$ cat src/rtl/actor_timing_pkg.sv
package actor_timing_pkg;

   typedef enum logic [1:0] {
      ST_IDLE     = 2'd0,
      ST_WAIT_DL  = 2'd1,
      ST_WAIT_PER = 2'd2
   } act_state_t;

   typedef struct packed {
      logic fetch;
      logic emit;
      logic fuse;
      logic miss;
      logic err;
   } act_pulse_t;

endpackage

$ cat src/rtl/act_cfg_guard.sv
module act_cfg_guard #(
   parameter int CNT_W = 8
) (
   input  logic [CNT_W-1:0] deadline,
   input  logic [CNT_W-1:0] period,
   output logic             cfg_ok,
   output logic             cfg_equal
);
   localparam logic [CNT_W-1:0] ZERO = '0;

   always_comb begin
      cfg_ok    = (deadline != ZERO) && (deadline <= period);
      cfg_equal = (deadline == period);
   end
endmodule

$ cat src/rtl/act_interval_cnt.sv
module act_interval_cnt #(
   parameter int CNT_W = 8
) (
   input  logic             clk,
   input  logic             rst_n,
   input  logic             clr,
   input  logic             adv,
   output logic [CNT_W-1:0] cnt,
   output logic [CNT_W:0]   cnt_inc
);
   always_ff @(posedge clk or negedge rst_n) begin
      if (!rst_n)   cnt <= '0;
      else if (clr) cnt <= '0;
      else if (adv) cnt <= cnt + 1'b1;
   end

   assign cnt_inc = {1'b0, cnt} + 1'b1;
endmodule

$ cat src/rtl/actor_timing_ctrl.sv
module actor_timing_ctrl
   import actor_timing_pkg::*;
#(
   parameter int CNT_W   = 8,
   parameter bit OUT_REG = 1'b1
) (
   input  logic             clk,
   input  logic             rst_n,
   input  logic             tick,
   input  logic             start,
   input  logic             stop,
   input  logic             ready,
   input  logic [CNT_W-1:0] cfg_deadline,
   input  logic [CNT_W-1:0] cfg_period,
   output logic             get_input,
   output logic             start_compute,
   output logic             produce_output,
   output logic             fused_step,
   output logic             deadline_miss,
   output logic             cfg_error,
   output logic             active
);
   localparam int CMP_W = CNT_W + 1;

   if (CNT_W < 2) begin : g_bad_width
      $error("actor_timing_ctrl: CNT_W must be at least 2");
   end

   act_state_t       st_q, st_n;
   logic [CNT_W-1:0] d_q, t_q;
   logic             eq_q;
   logic             cfg_ok, cfg_equal;
   logic             load;
   logic             cnt_clr, cnt_adv;
   logic [CNT_W-1:0] cnt;
   logic [CMP_W-1:0] cnt_inc;
   logic             hit_d, hit_t;
   act_pulse_t       pn, pq;

   act_cfg_guard #(.CNT_W(CNT_W)) u_cfg (
      .deadline (cfg_deadline),
      .period   (cfg_period),
      .cfg_ok   (cfg_ok),
      .cfg_equal(cfg_equal)
   );

   act_interval_cnt #(.CNT_W(CNT_W)) u_cnt (
      .clk    (clk),
      .rst_n  (rst_n),
      .clr    (cnt_clr),
      .adv    (cnt_adv),
      .cnt    (cnt),
      .cnt_inc(cnt_inc)
   );

   assign hit_d = tick && (cnt_inc == {1'b0, d_q});
   assign hit_t = tick && (cnt_inc == {1'b0, t_q});

   // Next-state and action decode
   always_comb begin
      st_n    = st_q;
      pn      = '0;
      load    = 1'b0;
      cnt_clr = 1'b0;
      cnt_adv = 1'b0;
      unique case (st_q)
         ST_IDLE: begin
            if (start) begin
               if (cfg_ok) begin
                  load     = 1'b1;
                  pn.fetch = 1'b1;
                  cnt_clr  = 1'b1;
                  st_n     = ST_WAIT_DL;
               end else begin
                  pn.err = 1'b1;
               end
            end
         end
         ST_WAIT_DL: begin
            if (eq_q) begin
               if (hit_t) begin
                  if (stop) begin
                     st_n = ST_IDLE;
                  end else if (ready) begin
                     pn.emit  = 1'b1;
                     pn.fetch = 1'b1;
                     pn.fuse  = 1'b1;
                     cnt_clr  = 1'b1;
                  end else begin
                     pn.miss = 1'b1;
                     st_n    = ST_IDLE;
                  end
               end else begin
                  cnt_adv = tick;
               end
            end else begin
               if (hit_d) begin
                  if (ready) begin
                     pn.emit = 1'b1;
                     cnt_adv = 1'b1;
                     st_n    = ST_WAIT_PER;
                  end else begin
                     pn.miss = 1'b1;
                     st_n    = ST_IDLE;
                  end
               end else begin
                  cnt_adv = tick;
               end
            end
         end
         ST_WAIT_PER: begin
            if (hit_t) begin
               if (stop) begin
                  st_n = ST_IDLE;
               end else begin
                  pn.fetch = 1'b1;
                  cnt_clr  = 1'b1;
                  st_n     = ST_WAIT_DL;
               end
            end else begin
               cnt_adv = tick;
            end
         end
         default: st_n = ST_IDLE;
      endcase
   end

   always_ff @(posedge clk or negedge rst_n) begin
      if (!rst_n) begin
         st_q <= ST_IDLE;
         d_q  <= '0;
         t_q  <= '0;
         eq_q <= 1'b0;
      end else begin
         st_q <= st_n;
         if (load) begin
            d_q  <= cfg_deadline;
            t_q  <= cfg_period;
            eq_q <= cfg_equal;
         end
      end
   end

   assign active = (st_q != ST_IDLE);

   // Output variant: registered pulses or direct Mealy outputs
   if (OUT_REG) begin : g_out_reg
      always_ff @(posedge clk or negedge rst_n) begin
         if (!rst_n) pq <= '0;
         else        pq <= pn;
      end

      AST_EMIT_AFTER_READY:  assert property (@(posedge clk) disable iff (!rst_n)
         produce_output |-> $past(ready));
      AST_EMIT_ON_TICK:      assert property (@(posedge clk) disable iff (!rst_n)
         produce_output |-> $past(tick));
      AST_MISS_ON_TICK:      assert property (@(posedge clk) disable iff (!rst_n)
         deadline_miss |-> $past(tick));
      AST_MISS_ENDS_RUN:     assert property (@(posedge clk) disable iff (!rst_n)
         deadline_miss |-> !active);
      AST_ERR_STAYS_IDLE:    assert property (@(posedge clk) disable iff (!rst_n)
         cfg_error |-> (!active && !$past(active)));
   end else begin : g_out_comb
      assign pq = pn;

      AST_EMIT_AFTER_READY:  assert property (@(posedge clk) disable iff (!rst_n)
         produce_output |-> ready);
      AST_EMIT_ON_TICK:      assert property (@(posedge clk) disable iff (!rst_n)
         produce_output |-> tick);
      AST_MISS_ENDS_RUN:     assert property (@(posedge clk) disable iff (!rst_n)
         deadline_miss |=> !active);
   end

   assign get_input      = pq.fetch;
   assign start_compute  = pq.fetch;
   assign produce_output = pq.emit;
   assign fused_step     = pq.fuse;
   assign deadline_miss  = pq.miss;
   assign cfg_error      = pq.err;

   AST_NO_OVERFLOW:    assert property (@(posedge clk) disable iff (!rst_n)
      active |-> (cnt <= t_q));
   AST_MISS_NO_EMIT:   assert property (@(posedge clk) disable iff (!rst_n)
      !(deadline_miss && produce_output));
   AST_FUSE_WITH_BOTH: assert property (@(posedge clk) disable iff (!rst_n)
      fused_step |-> (produce_output && get_input));
   AST_QUIET_NO_TICK:  assert property (@(posedge clk) disable iff (!rst_n)
      (active && !tick && !$past(start)) |=> $stable(cnt));
endmodule

$ cat config.mk
export PLATFORM = sky130hd
export DESIGN_NAME = actor_timing_ctrl
export DESIGN_NICKNAME = d
export VERILOG_FILES = /design/src/rtl/actor_timing_pkg.sv /design/src/rtl/act_cfg_guard.sv /design/src/rtl/act_interval_cnt.sv /design/src/rtl/actor_timing_ctrl.sv
export SDC_FILE = /design/constraint.sdc
export NUM_CORES = 1
export LEC_CHECK = 0
export BUFFER_PORTS_ARGS = -buffer_cell sky130_fd_sc_hd__buf_2
export CAP_MARGIN = 20
export CORE_ASPECT_RATIO = 0.75
export CORE_MARGIN = 4
export CORE_UTILIZATION = 58
export CTS_CLUSTER_DIAMETER = 60
export DETAILED_ROUTE_END_ITERATION = 12
export GPL_TIMING_DRIVEN = 0
export PLACE_DENSITY = 0.85
export SLEW_MARGIN = 20
export SYNTH_ARGS = -nofsm -noshare
export SYNTH_HDL_FRONTEND = slang
export SYNTH_SLANG_ARGS = --single-unit
export TNS_END_PERCENT = 20
$ cat constraint.sdc
create_clock -name clk -period 3.2 [get_ports clk]
set_input_delay 0.48 -clock clk [delete_from_list [all_inputs] [get_ports clk]]
set_output_delay 0.48 -clock clk [all_outputs]
set_load 0.02 [all_outputs]
==> results of run 1 <==
-- metal layers --
layer | track usage, % | up-vias | wire, µm
li1 | - | 874 | -
met4 | 6.99 | 0 | 99
met1 | 30.6 | 874 | 2390
met2 | 33.4 | 43 | 2170
met3 | 5.33 | 11 | 209
met5 | 0 | - | 0
-- state kept, by name (all words and copies together) (netlist names) --
signal,flops
cfg_error,1
st_q,2
eq_q,1
produce_output,1
u_cnt.cnt,8
deadline_miss,1
d_q,8
t_q,8
get_input,1
fused_step,1
-- report_power, final --
group / internal (W) / switching (W)
Sequential: 0.000545 / 0.000138
Combinational: 0.000435 / 0.000455
Clock: 0.000191 / 0.000138
-- cells by family (layout without fill, tap and decap cells) --
family / Yosys count / count (layout) / synth area share [%]
AND/OR/NAND/NOR: 62 / 62 / 16.5
AO/OA/AOI/OAI: 49 / 49 / 17.0
flip-flops: 32 / 32 / 35.5
buffers and inverters: 27 / 62 / 6.15
multiplexers: 22 / 22 / 10.8
XOR/XNOR: 17 / 17 / 6.93
adder cells (fa/ha/maj): 13 / 13 / 7.20
-- worst paths after layout --
kind | end | slack, ps | cells past startpoint
max in group asynchronous | d_q[6] | 2500 | 1
setup reg to reg | u_cnt.cnt[5] | 730 | 11
setup / recovery | d_q[4] | 440 | 9
min in group clk | t_q[4] | 450 | 2
hold reg to reg | t_q[1] | 530 | 1
hold / removal | d_q[0] | 250 | 1
-- area by class of cell --
class | instances | area (µm²)
Inverter | 15 | 56.3
Clock buffer | 7 | 96.3
Sequential cell | 32 | 801
Fill cell | 300 | 1150
Buffer | 12 | 82.6
Multi-Input combinational cell | 163 | 1320
Tap cell | 52 | 65.1
Timing Repair Buffer | 28 | 140
-- cells in the final DEF (no fill, tap or decap), drive strengths merged, types with 3 or more instances in the layout --
| cell type | n |
|---|---|
| inv | 15 |
| o21ai | 6 |
| nor4 | 5 |
| mux2 | 19 |
| ha | 13 |
| xnor2 | 11 |
| o21ba | 5 |
| clkbuf | 8 |
| o21a | 5 |
| nand2 | 11 |
| mux2i | 3 |
| or2 | 3 |
| nand2b | 5 |
| nand3 | 5 |
| dfrtp | 32 |
| nand4 | 3 |
| nor3 | 6 |
| xor2 | 6 |
| a21oi | 10 |
| buf | 39 |
| nor2 | 12 |
-- per-stage QoR --
| stage | utilization (%) | instances | hold slack, ps | setup WS (ps) |
|---|---|---|---|---|
| floorplan | - | 222 | 184 | 661 |
| global placement | 66.4 | 302 | 508 | 173 |
| detailed placement | 66.4 | 302 | 516 | 141 |
| CTS | 69.0 | 309 | 287 | 420 |
| global route | 69.0 | 309 | 312 | 365 |
| finish | 69.0 | 309 | 254 | 444 |
==> impl_metrics.toml, run 1 <==
[run_status]
outcome = "finished clean"

[setup_path]
worstSetupPathType = "in2reg"
cp.arrival_ps = 2910
slowest_delay_ps = 650
start_kind = "input pin"
required_ps = 3360
crit_start = "cfg_deadline[1]"
crit_buf_inv = 2
cp_cell_sequence = "buf_2, ha_1, nor2b_1, o21a_1, o21ai_0, a211oi_1, nor4b_4, buf_2, mux2_2"
critPathCaptureType = "flop"
path_common_cell = "buf_2"
r2r-start = "u_cnt.cnt[1]"
crit_family = "simple AND/OR/NAND/NOR gates"
slowest_stage = "nor4b_4"
path_max_fanout = 10

[hold_path]
hold_class = "in2async"

[sta]
finalMaxSlewViolations = 0
finalSetupTns_ps = 0
timing.final.crit_share_pct = 86.1
period_needed_ps = 2760
max_freq_mhz = 363
skew_ps = 5.28
maxSlewHeadroom_pct = 53.2
worst_pin_slew_ps = 703
grt_setup_unrepaired = "false"
setup_viol = 0
hold_violations = 0

[yosys]
ys.flop_type = "dfrtp_1"
yosys_warnings = 0
ys_types = 60
syn_inst = 222
synth_top_area_share_pct = 35.5
synth.yosys.seq_area_share_pct = 35.5
synthesis.nets = 257
synth-async-reset-ratio_pct = 100
synth_most_common_cell = "dfrtp_1"
syn_avg_cell_area_um2 = 10.2
netlist_area_mm2 = 0.00226
synth_enable_flop_cells = 0
yosysTopAreaCell = "dfrtp_1"
synthTopCellsByCount = "32 x dfrtp_1, 17 x mux2_2, 15 x inv_1"
synth_area_leaders = "dfrtp_1 35%, mux2_2 8.5%, ha_1 7.2%"
ys_ff_latch = 32

[clocking]
cts_tree = "built"
cts.clk_slew.worst_paths_ps = 70
htreeDepth = 2
insertion_delay_ps = 270
cts_root_buf = "clkbuf_8"
cts_resized = 0
clock-sinks = 32
cts_setup_buffers = 0
cts_buffer_depth = 2
cts_buffers = 5
holdBufCountCts = 0

[global_routing]
first_global_vias = 1666
grt_pass1_wl_mm = 8.14
overflow = 0
antenna_found_initial = 0
grt_max_degree = 33
gr-usage-all-layers_pct = 21.7

[routing]
routed_wl_mm = 4.87
wl_per_cell_um = 15.8
vias_per_cell = 5.83
drc = 0
drtIter0Drc = 98
vias = 1802
detail_route.first_pass.iterations = 4
ant_nets = 0

[place]
port_buffers = 28
dp_hpwl_mm = 3.63
globalplace.congestion = 0.865
placed_area_mm2 = 0.00246

[die]
die_w_um = 80.1
die_h_um = 62.0
core_area_mm2 = 0.00371
io-pin-count = 29
num_rows = 19
start_util_pct = 60.9
dieArea_mm2 = 0.00497

[power_and_ir_drop]
p_leak_nw = 1.19
total_power_w = 0.00190
power_density_mw_per_mm2 = 743
irDropWorstVdd_mv = 0.510

[finish]
final_nets = 292
drive_gt1_share_pct = 31.1
area_growth_pct = 13.4
antennaDiodeCount = 0
fin_area_mm2 = 0.00256

[run]
drv_cap = 0
Note: power is estimated with default switching activity, not from simulation.
==> run 2, diff against run 1 <==
--- a/config.mk
+++ b/config.mk
@@ -12,7 +12,6 @@
 export CORE_UTILIZATION = 58
 export CTS_CLUSTER_DIAMETER = 60
 export DETAILED_ROUTE_END_ITERATION = 12
-export GPL_TIMING_DRIVEN = 0
 export PLACE_DENSITY = 0.85
 export SLEW_MARGIN = 20
 export SYNTH_ARGS = -nofsm -noshare
==> run 2 against run 1 <==
Via count down 2.3%. Design area down 1.9%. Cell count down 2.6%. Critical path type is now reg2reg. Largest power group unchanged.
==> impl_metrics.toml, run 2 (synthesis results as in run 1) <==
[routing]
drc = 0
met1_length_mm = 2.21
dr_wl_met3_um = 298
wl_per_cell_um = 15.4
wl_met2_mm = 2.07
vias = 1761
routed_wl_mm = 4.65
vias_per_cell = 5.85
dr.max_layer_used = "met4"
detail_route.first_pass.iterations = 4
ant_nets = 0
drtIter0Drc = 134

[clocking]
cts_setup_buffers = 0
cts.clk_slew.worst_paths_ps = 60
cts_tree = "built"
htreeDepth = 2
holdBufCountCts = 0
insertion_delay_ps = 290
clock-sinks = 32
cts_buffers = 5
cts_resized = 0
cts_root_buf = "clkbuf_8"
cts_buffer_depth = 2

[finish]
num-fill-cells = 297
area_growth_pct = 11.2
final_nets = 283
final_cell_mix = "32 x dfrtp_1, 28 x buf_2, 17 x mux2_2"
final_cells = 301
top_regs = "d_q: 8 flops, t_q: 8 flops, u_cnt.cnt: 8 flops"
drive_gt1_share_pct = 28.9
antennaDiodeCount = 0
final_common_cell = "dfrtp_1"
fin_area_mm2 = 0.00251

[global_routing]
gr-usage-all-layers_pct = 20.5
first_global_vias = 1602
grt_pass1_wl_mm = 7.57
antenna_found_initial = 0
grt_max_degree = 33
overflow = 0

[place]
port_buffers = 28
globalplace.congestion = 0.820
dp_hpwl_mm = 3.65
placedCellCount = 293
placed_area_mm2 = 0.00240

[sta]
finalMaxSlewViolations = 0
worst_pin_slew_ps = 719
period_needed_ps = 2650
skew_ps = 3.68
setup_viol = 0
finalSetupTns_ps = 0
max_freq_mhz = 377
hold_violations = 0
grt_setup_unrepaired = "false"
timing.final.crit_share_pct = 82.9
maxSlewHeadroom_pct = 52.1

[setup_path]
worstSetupPathType = "reg2reg"
required_ps = 3370
path_max_fanout = 11
slowest_delay_ps = 480
cp_cell_sequence = "ha_1, nand3_1, nor2_1, xnor2_1, a311oi_1, o211ai_1, o21ai_1, nand3_1, mux2_1"
slowest_stage = "dfrtp_1"
path_common_cell = "nand3_1"
cp.arrival_ps = 2820
start_kind = "flop"
crit_buf_inv = 0
crit_family = "compound AO/OA/AOI/OAI gates"
critPathCaptureType = "flop"
reg2reg_slack_ps = 550

[power_and_ir_drop]
irDropWorstVdd_mv = 0.537
power_density_mw_per_mm2 = 765
p_leak_nw = 1.15

[die]
die_h_um = 62.0
start_util_pct = 60.9
dieArea_mm2 = 0.00497
io-pin-count = 29
core_area_mm2 = 0.00371
die_w_um = 80.1
num_rows = 19

[hold_path]
hold_class = "in2async"

[run]
drv_cap = 0

[run_status]
outcome = "finished clean"
[run 2: changes by cell type in the layout (fill, tap and decap cells not counted)]
cell,delta
bufinv_16,+1
buf_6,-3
clkbuf_8,-2
clkinv_2,+1
buf_2,-6
buf_4,+1
[run 2: layout make-up]
cell class	count	area (µm²)	share of cell area, %
multi-input cells	163	1320	52.5
flip-flops and latches	32	801	31.9
repair buffers	31	163	6.48
clock buffers	6	72.6	2.89
well taps	52	65.1	2.59
inverters	15	56.3	2.24
clock inverters	2	35.0	1.40
[run 2: worst paths after layout]
kind,from,depth (start not counted),endpoint
worst max-delay path,u_cnt.cnt[0],9,st_q[0]
worst min-delay path,rst_n,1,deadline_miss
worst max register to register,u_cnt.cnt[0],9,st_q[0]
worst min register to register,d_q[4],1,d_q[4]
max in group asynchronous,rst_n,1,d_q[4]
min in group clk,cfg_period[7],2,t_q[7]
[run 2: metrics by stage]
stage / setup WS, ps / utilization [%] / hold slack, ps / power, W
2_1_floorplan: 661 / - / 184 / 0.00136
3_3_place_gp: 485 / 64.8 / 508 / 0.00151
3_5_place_dp: 457 / 64.8 / 518 / 0.00154
4_1_cts: 567 / 67.7 / 263 / 0.00193
5_1_grt: 259 / 67.7 / 298 / 0.00204
6_report: 548 / 67.7 / 242 / 0.00192
[run 2: metal layers]
metal	GRT usage [%]	up-vias
met5	0	-
met4	7.23	0
met3	4.47	8
met2	31.4	51
met1	29.2	850
li1	-	852
[run 2: worst reg2reg max path: stages, from the launching register on]
cell and delay [ps]:
dfrtp_1 480, ha_1 250, nand3_1 300, nor2_1 260, xnor2_1 90, a311oi_1 310
o211ai_1 210, o21ai_1 170, nand3_1 120, mux2_1 330
[run 2: where the power goes]
part	internal, W	leakage (nW)	switching, W
Clock	0.000231	0.0552	0.000151
Sequential	0.000545	0.407	0.000157
Combinational	0.000412	0.691	0.000426
Total	0.00119	1.15	0.000734
